<file path="config.mk">
export PLATFORM = sky130hd
export DESIGN_NAME = rxq_fetch_ctrl
export DESIGN_NICKNAME = d
export VERILOG_FILES = /design/src/rtl/rxq_pkg.sv /design/src/rtl/rxq_idx_track.sv /design/src/rtl/rxq_addr_gen.sv /design/src/rtl/rxq_low_irq.sv /design/src/rtl/rxq_fetch_ctrl.sv
export SDC_FILE = /design/constraint.sdc
export NUM_CORES = 1
export LEC_CHECK = 0
export BUFFER_PORTS_ARGS = -buffer_cell sky130_fd_sc_hd__buf_2
export CAP_MARGIN = 0
export CORE_UTILIZATION = 48
export DETAILED_ROUTE_END_ITERATION = 16
export PLACE_DENSITY = 0.77
export SYNTH_ARGS = -nofsm -noshare
export SYNTH_HDL_FRONTEND = slang
export SYNTH_SLANG_ARGS = --single-unit
export TNS_END_PERCENT = 5
</file>
<file path="constraint.sdc">
create_clock -name clk -period 10.9 [get_ports clk]
set_input_delay 2.18 -clock clk [delete_from_list [all_inputs] [get_ports clk]]
set_output_delay 2.18 -clock clk [all_outputs]
set_load 0.03 [all_outputs]
</file>
<file path="src/rtl/rxq_pkg.sv">
package rxq_pkg;

  typedef enum logic [2:0] {
    FS_IDLE  = 3'd0,
    FS_REQ   = 3'd1,
    FS_WAIT  = 3'd2,
    FS_HAND  = 3'd3,
    FS_STALL = 3'd4
  } fetch_st_e;

  localparam int unsigned WORD_BYTES_LG = 2;
  localparam int unsigned BASE_ALIGN_W  = 8;
  localparam int unsigned FLAG_VALID    = 0;
  localparam int unsigned FLAG_END      = 1;

endpackage

</file>
<file path="src/rtl/rxq_idx_track.sv">
module rxq_idx_track #(
  parameter int unsigned IDX_W   = 11,
  parameter int unsigned SMALL_W = 8
) (
  input  logic             clk,
  input  logic             rst_n,
  input  logic             cfg_big,
  input  logic             prod_wr,
  input  logic [IDX_W-1:0] prod_wdata,
  input  logic             adv,
  input  logic             wrap_zero,
  output logic [IDX_W-1:0] cons_idx,
  output logic [IDX_W-1:0] avail
);

  localparam logic [IDX_W-1:0] SMALL_MASK = IDX_W'((1 << SMALL_W) - 1);

  logic [IDX_W-1:0] mask;
  logic [IDX_W-1:0] prod_q, prod_n;
  logic [IDX_W-1:0] cons_q, cons_n;
  logic             prod_en, cons_en;

  always_comb begin
    mask    = cfg_big ? {IDX_W{1'b1}} : SMALL_MASK;
    prod_en = prod_wr;
    prod_n  = prod_wdata & mask;
    cons_en = adv;
    if (wrap_zero) cons_n = '0;
    else           cons_n = (cons_q + 1'b1) & mask;
    avail   = (prod_q - cons_q) & mask;
  end

  always_ff @(posedge clk or negedge rst_n) begin
    if (!rst_n) begin
      prod_q <= '0;
      cons_q <= '0;
    end else begin
      if (prod_en) prod_q <= prod_n;
      if (cons_en) cons_q <= cons_n;
    end
  end

  assign cons_idx = cons_q;

endmodule

</file>
<file path="src/rtl/rxq_addr_gen.sv">
module rxq_addr_gen import rxq_pkg::*; #(
  parameter int unsigned ADDR_W     = 32,
  parameter int unsigned IDX_W      = 11,
  parameter int unsigned SKIP_W     = 4,
  parameter int unsigned DESC_WORDS = 1
) (
  input  logic [ADDR_W-1:0] cfg_base,
  input  logic [SKIP_W-1:0] cfg_skip,
  input  logic [IDX_W-1:0]  idx,
  output logic [ADDR_W-1:0] fetch_addr
);

  localparam logic [ADDR_W-1:0] ALIGN_MASK = ~ADDR_W'((1 << BASE_ALIGN_W) - 1);

  logic [ADDR_W-1:0] base_al;
  logic [ADDR_W-1:0] stride_b;
  logic [ADDR_W-1:0] offset;

  generate
    if (DESC_WORDS == 1) begin : g_unit
      always_comb stride_b = (ADDR_W'(cfg_skip) + ADDR_W'(1)) << WORD_BYTES_LG;
    end else begin : g_multi
      always_comb stride_b = (ADDR_W'(cfg_skip) + ADDR_W'(DESC_WORDS)) << WORD_BYTES_LG;
    end
  endgenerate

  always_comb begin
    base_al    = cfg_base & ALIGN_MASK;
    offset     = ADDR_W'(idx) * stride_b;
    fetch_addr = base_al + offset;
  end

endmodule

</file>
<file path="src/rtl/rxq_low_irq.sv">
module rxq_low_irq #(
  parameter int unsigned IDX_W = 11
) (
  input  logic             clk,
  input  logic             rst_n,
  input  logic             running,
  input  logic             cfg_poll,
  input  logic [IDX_W-1:0] avail,
  input  logic [IDX_W-1:0] cfg_thresh,
  input  logic             empty_evt,
  input  logic             irq_clr,
  output logic             irq_low
);

  logic irq_q, irq_n, irq_en;
  logic set_cnt, set_any;

  always_comb begin
    set_cnt = (avail < cfg_thresh) || (avail == '0);
    set_any = running && (cfg_poll ? empty_evt : set_cnt);
    irq_en  = set_any || irq_clr;
    irq_n   = set_any;
  end

  always_ff @(posedge clk or negedge rst_n) begin
    if (!rst_n)      irq_q <= 1'b0;
    else if (irq_en) irq_q <= irq_n;
  end

  assign irq_low = irq_q;

endmodule

</file>
<file path="src/rtl/rxq_fetch_ctrl.sv">
module rxq_fetch_ctrl import rxq_pkg::*; #(
  parameter int unsigned ADDR_W     = 32,
  parameter int unsigned IDX_W      = 11,
  parameter int unsigned SMALL_W    = 8,
  parameter int unsigned SKIP_W     = 4,
  parameter int unsigned DESC_WORDS = 1
) (
  input  logic              clk,
  input  logic              rst_n,
  input  logic              cfg_poll,
  input  logic              cfg_big,
  input  logic [ADDR_W-1:0] cfg_base,
  input  logic [SKIP_W-1:0] cfg_skip,
  input  logic [IDX_W-1:0]  cfg_thresh,
  input  logic              prod_wr,
  input  logic [IDX_W-1:0]  prod_wdata,
  input  logic              prod_dma_en,
  output logic              mem_req,
  output logic [ADDR_W-1:0] mem_addr,
  input  logic              mem_gnt,
  input  logic              mem_rsp_valid,
  input  logic [ADDR_W-1:0] mem_rsp_data,
  output logic              buf_valid,
  output logic [ADDR_W-1:0] buf_addr,
  input  logic              buf_ready,
  output logic [IDX_W-1:0]  cons_idx,
  output logic              irq_low,
  input  logic              irq_clr
);

  localparam logic [ADDR_W-1:0] PTR_MASK = ~ADDR_W'((1 << WORD_BYTES_LG) - 1);

  fetch_st_e         st_q, st_n;
  logic              run_q, run_n, run_en;
  logic [ADDR_W-1:0] buf_q, buf_n;
  logic              end_q, end_n;
  logic              hold_en;
  logic              adv, wrap_zero, empty_evt;
  logic [IDX_W-1:0]  avail;
  logic [ADDR_W-1:0] fetch_addr;
  logic              desc_ok;

  rxq_idx_track #(
    .IDX_W   (IDX_W),
    .SMALL_W (SMALL_W)
  ) u_idx (
    .clk        (clk),
    .rst_n      (rst_n),
    .cfg_big    (cfg_big),
    .prod_wr    (prod_wr),
    .prod_wdata (prod_wdata),
    .adv        (adv),
    .wrap_zero  (wrap_zero),
    .cons_idx   (cons_idx),
    .avail      (avail)
  );

  rxq_addr_gen #(
    .ADDR_W     (ADDR_W),
    .IDX_W      (IDX_W),
    .SKIP_W     (SKIP_W),
    .DESC_WORDS (DESC_WORDS)
  ) u_addr (
    .cfg_base   (cfg_base),
    .cfg_skip   (cfg_skip),
    .idx        (cons_idx),
    .fetch_addr (fetch_addr)
  );

  rxq_low_irq #(
    .IDX_W (IDX_W)
  ) u_irq (
    .clk        (clk),
    .rst_n      (rst_n),
    .running    (run_q),
    .cfg_poll   (cfg_poll),
    .avail      (avail),
    .cfg_thresh (cfg_thresh),
    .empty_evt  (empty_evt),
    .irq_clr    (irq_clr),
    .irq_low    (irq_low)
  );

  // next-state logic
  always_comb begin
    st_n      = st_q;
    adv       = 1'b0;
    wrap_zero = 1'b0;
    empty_evt = 1'b0;
    hold_en   = 1'b0;
    desc_ok   = !cfg_poll || mem_rsp_data[FLAG_VALID];
    run_en    = prod_wr && prod_dma_en;
    run_n     = 1'b1;
    buf_n     = mem_rsp_data & PTR_MASK;
    end_n     = cfg_poll && mem_rsp_data[FLAG_END];
    unique case (st_q)
      FS_IDLE: begin
        if (run_q && (cfg_poll || (avail != '0))) st_n = FS_REQ;
      end
      FS_REQ: begin
        if (mem_gnt) st_n = FS_WAIT;
      end
      FS_WAIT: begin
        if (mem_rsp_valid) begin
          if (desc_ok) begin
            hold_en = 1'b1;
            st_n    = FS_HAND;
          end else begin
            empty_evt = 1'b1;
            st_n      = prod_wr ? FS_IDLE : FS_STALL;
          end
        end
      end
      FS_HAND: begin
        if (buf_ready) begin
          adv       = 1'b1;
          wrap_zero = end_q;
          st_n      = FS_IDLE;
        end
      end
      FS_STALL: begin
        if (prod_wr) st_n = FS_IDLE;
      end
      default: st_n = FS_IDLE;
    endcase
  end

  // registers
  always_ff @(posedge clk or negedge rst_n) begin
    if (!rst_n) begin
      st_q  <= FS_IDLE;
      run_q <= 1'b0;
      buf_q <= '0;
      end_q <= 1'b0;
    end else begin
      st_q <= st_n;
      if (run_en) run_q <= run_n;
      if (hold_en) begin
        buf_q <= buf_n;
        end_q <= end_n;
      end
    end
  end

  assign mem_req   = (st_q == FS_REQ);
  assign mem_addr  = fetch_addr;
  assign buf_valid = (st_q == FS_HAND);
  assign buf_addr  = buf_q;

endmodule

</file>
### Word-level counts from Yosys, hierarchy flattened

Cells that the tools add are included.

* register bits after elaboration: 58
* output and inout bits: 78
* input bits: 100
* word-level logic and storage cells: 59

* order comparisons: 1
* equal/unequal tests: 9
* $mul: 1
* add/subtract/negate cells: 4
* multiplexer cells: 21
* bitwise operators: 3
* reductions and logical operators: 13

Operators by type and width (count)
* 11-bit AND: 3
* 32-bit adder: 1
* 11-bit by 30-bit multiplier with 30-bit output: 1
* 11-bit two-way mux: 2
* 3-bit two-way mux: 7
* 3-bit case mux with 5 select lines: 1
* 11-bit by 1-bit adder with 11-bit output, second input constant: 1
* 11-bit zero test: 1
* 11-bit less-than comparator: 1
* 1-bit two-way mux: 11
* 11-bit nonzero test: 1
* 11-bit subtractor: 1
* 3-bit by 2-bit equality test with 1-bit output, second input constant: 2
* 2-bit != test, second input constant: 3
* 4-bit by 1-bit adder with 5-bit output, second input constant: 1
* 5-bit AND reduction: 1
* 1-bit logical AND: 4
* 1-bit logical OR: 4
* 2-bit by 1-bit != test with 1-bit output, second input constant: 2
* 3-bit by 1-bit equality test with 1-bit output, second input constant: 1
* 3-bit equality test, second input constant: 1
* 3-bit zero test: 1
* 1-bit zero test: 1

### Logic depth before layout (Yosys ltp)

* word-level depth: 8
* gate-level depth with buffers: 25

### Modules after synthesis

From an unflattened synthesis, not the netlist that was laid out.

* cell total of the unflattened synthesis: 646
* area, all modules: 5974.5 um2

By module, submodules not included
* rxq_addr_gen: cells an instance 332, instances 1, area an instance 2571.2 um2
* rxq_fetch_ctrl: cells an instance 108, instances 1, area an instance 1605.3 um2
* rxq_idx_track: cells an instance 159, instances 1, area an instance 1445.1 um2
* rxq_low_irq: cells an instance 47, instances 1, area an instance 352.8 um2

### Least setup slack after synthesis

No wires, ideal clock.

* path kind: input -> output
* start: input port cfg_skip[0]
* end: output port mem_addr[25]
* data arrival time: 7.697 ns
* stages: 24
* setup slack: 1.023 ns
* path through: ha_1 -> and3_1 -> clkbuf_1 -> nand2_1 -> fa_1 -> fa_1 -> fa_1 -> inv_1 -> ha_1 -> a21o_1 -> a21oi_1 -> o21bai_1 -> a21oi_1 -> inv_1 -> a31oi_1 -> xnor2_1 -> ha_1 -> or2_2 -> a31oi_1 -> inv_1 -> a31o_2 -> a21oi_1 -> nor2_1 -> xor2_1

* word-level cells in the longest chain between the ends: 3

Ends and longest elaborated chain
* start: declaration: RTL line rxq_fetch_ctrl.sv:13 `input logic [SKIP_W-1:0] cfg_skip,`
* 4-bit by 1-bit adder with 5-bit output: RTL line rxq_addr_gen.sv:21 `always_comb stride_b = (ADDR_W'(cfg_skip) + ADDR_W'(1)) << WORD_BYTES_LG;`
* 11-bit by 30-bit multiplier with 30-bit output: RTL line rxq_addr_gen.sv:29 `offset = ADDR_W'(idx) * stride_b;`
* 32-bit adder: RTL line rxq_addr_gen.sv:30 `fetch_addr = base_al + offset;`
* end: declaration: RTL line rxq_fetch_ctrl.sv:19 `output logic [ADDR_W-1:0] mem_addr,`

Every way passes these cells.

### Worst setup path after layout

Ends and elaborated chain as after synthesis.

==> reports/qor.txt <==
Post-synth EDFFs - 0
Mean Syn Cell Area - 9.248 um2
Area taken by flip-flops and latches - 0.001451 mm2
Layout cells sized above 1 - 28.96%
Multi-input logic area - 0.003869 mm2
Drt wl/cell - 14.37 um
Switching pwr - 0.0009096 W
Global-route wire length before repair - 22,340 um
Drt drc - 0
Crit path DAT - 8.30 ns
Min-delay worst type - reg -> reg
WL met3 - 598 um
CTS Buf Count - 9
Final hold vios - 0
Slew margin rel. - 13.09%
Register share of total power - 19.4%
Antenna diode count - 0
Period utilisation layout - 96.19%
Fmax - 95.38 MHz
Deepest clock path buffer count - 2
Die X - 110.5 um
Clock sinks - 58
Peak VDD IR - 413.8 uV
Worst Path Buf+Inv - 5
Unique cell type count in the Yosys netlist - 49
Fillers - 970
Yosys top cell area share - 25.69%
# Post-CTS Setup Buffers - 0
Worst Path Required - 8.72 ns
Routability Congestion - 0.8380
Worst Path Max Fanout - 13
Skew-Pair Late Insertion Delay - 0.33 ns
Root buffer selected by CTS - clkbuf_16
TritonRoute pass-1 iters - 4
Worst path setup slack after routing - 0.4152 ns
Power per Cell Area - 270.7 mW/mm2
Row Count - 39
Max_cap viols - 0
Largest net degree at the start of global routing - 59
Asr flop ratio synth - 100.0%
Worst setup EP type - primary output
Worst path top cell family by delay - adder cells
Top layer in use - met4
Top cells by count, synth - inv_1, ha_1, dfrtp_1
Setup crit start kind - input port
Worst-case hold slack - 0.4981 ns
Post-synthesis sequential area ratio - 25.69%
Cell-internal power - 0.0009738 W
Final #Nets - 963
Overflow left after global routing - 0
Worst-margin pin slew - 1.304 ns
Met1 WL - 5546 um
Buffers added on ports - 165
Warnings from Yosys - 0
Die height - 110.5 um
Worst-path clk slew - 0.05 ns
Slew Limit Fails - 0
DPL Wire Length - 10,410 um
Cell with the most instances after synthesis - inv_1
Clk pwr share - 18.2%
Antenna Violating Nets Remaining - 0
DR WL met2 - 6865 um
Min cycle time layout - 10.48 ns
Logic gate share of total power - 62.5%
Clock skew - 0.006501 ns
Total power - 0.001883 W
Via density - 5.318
Endpoints failing setup - 0
Area Growth Syn to Fin - 23.14%
Total Routing Usage GR - 21.93%
Design area - 0.006958 mm2
Initial DRC Count - 237
Leading area contributor after synthesis - dfrtp_1
IO Count - 178
DRT Wirelength - 13,220 um
Worst slack at placement - 0.2430 ns
CP max stage delay - 0.54 ns
Via count - 4,893
Vias in the first global route - 4,937
Initial Utilization - 49.27%
Main flop type after synthesis - dfrtp_1
Largest cells by area after synthesis - dfrtp_1, ha_1, fa_1
Syn Std Cell Area - 0.005650 mm2
Sw Ratio - 48.30%
Crit Path Class - in -> out
Static Leak - 3.679 nW
Die area - 0.01221 mm2
FF+latch count, synth - 58
CTS H-tree depth - 3
Final Util - 60.68%
Status - complete, no violations
Post-synthesis instance total - 611
CTS tree - yes
Antenna violations before repair - 0
Slowest CP cell - fa_1
DP Area - 0.006595 mm2
Core ar. - 0.01147 mm2
[metal layers]
metal | GRT usage, % | vias to the layer above
met5 | 0 | -
met4 | 6.578 | 0
met3 | 3.403 | 17
met2 | 39.96 | 142
met1 | 26.45 | 2335
li1 | - | 2399
[per-stage QoR]
step	std cells	TNS, ns
5_1_grt	920	-0.003562
2_1_floorplan	614	0
3_5_place_dp	905	0
4_1_cts	920	0
6_report	920	0
3_3_place_gp	905	0
[area by class of cell]
type	count	area share [%]
clock buffer	9	3.237
clock inverter	6	1.870
inverter	70	3.776
multi-input combinational	467	55.60
sequential	58	20.86
tap	143	2.571
timing repair buffer	167	12.08
[power by group through the flow]
stage	Combinational, W	Sequential [W]	Clock [W]
2_1_floorplan	0.000764	0.000487	0
3_3_place_gp	0.00113	0.000359	0
3_5_place_dp	0.00117	0.000366	0
4_1_cts	0.00118	0.000364	0.000347
5_1_grt	0.00129	0.000376	0.000355
6_report	0.00118	0.000365	0.000342
[layout by cell type (no fill, tap or decap), types with 23 or more instances in the layout]
cell type and n:
fa_1 29, ha_1 61, dfrtp_1 58, xnor2_1 27
nand2_1 27, o21ai_0 23, inv_1 70, nor2_1 35
mux2_2 37, a21oi_1 29, and2_1 29, buf_2 165
[cells by family (layout without fill, tap and decap cells)]
family / after synthesis / count (layout) / share of synthesized area (%)
and+or+nand+nor: 174 / 174 / 16.25
AOI/OAI and AO/OA: 110 / 110 / 12.51
adders and majority gates: 90 / 90 / 23.78
buffers and inverters: 89 / 252 / 6.178
DFF: 58 / 58 / 25.69
xor gates and xnor gates: 49 / 49 / 7.595
muxes: 40 / 40 / 7.927
other: 1 / 4 / 0.06637
[flip-flops by register name, summed over array words and instances (netlist names)]
| name | cells |
|---|---|
| st_q | 3 |
| u_idx.prod_q | 11 |
| u_idx.cons_idx | 11 |
| run_q | 1 |
| buf_addr | 30 |
| u_irq.irq_low | 1 |
| end_q | 1 |
[worst register-to-register path, cell delays in order, from the launching register on]
cell and delay [ns]:
dfrtp_1 0.55, ha_1 0.24, inv_1 0.06, fa_1 0.40
a21o_2 0.22, nand4_1 0.10, nand2_1 0.09, a31oi_1 0.24
mux2i_1 0.28, ha_1 0.15, o21ai_0 0.10, o21bai_1 0.21
o2111ai_1 0.14, a211oi_1 0.24, a21oi_1 0.10
[final timing paths]
| path | start | to | slack (ns) | cells past startpoint |
|---|---|---|---|---|
| min reg2reg | run_q$_DFFE_PN0P_ | run_q$_DFFE_PN0P_ | 0.50 | 1 |
| min | run_q$_DFFE_PN0P_ | run_q$_DFFE_PN0P_ | 0.50 | 1 |
| max in group asynchronous | rst_n | u_idx.prod_q[8]$_DFFE_PN0P_ | 8.40 | 2 |
| min in group asynchronous | rst_n | buf_addr[9]$_DFFE_PN0P_ | 2.01 | 2 |
| max reg2reg | u_idx.cons_idx[0]$_DFFE_PN0P_ | u_irq.irq_low$_DFFE_PN0P_ | 7.66 | 14 |
| max | cfg_skip[0] | mem_addr[25] | 0.42 | 25 |
[timing repair]
item,CTS,global route
resized for setup,0,1
setup endpoints to repair,0,6
hold buffers,0,0
Note: power is estimated with default switching activity, not from simulation.
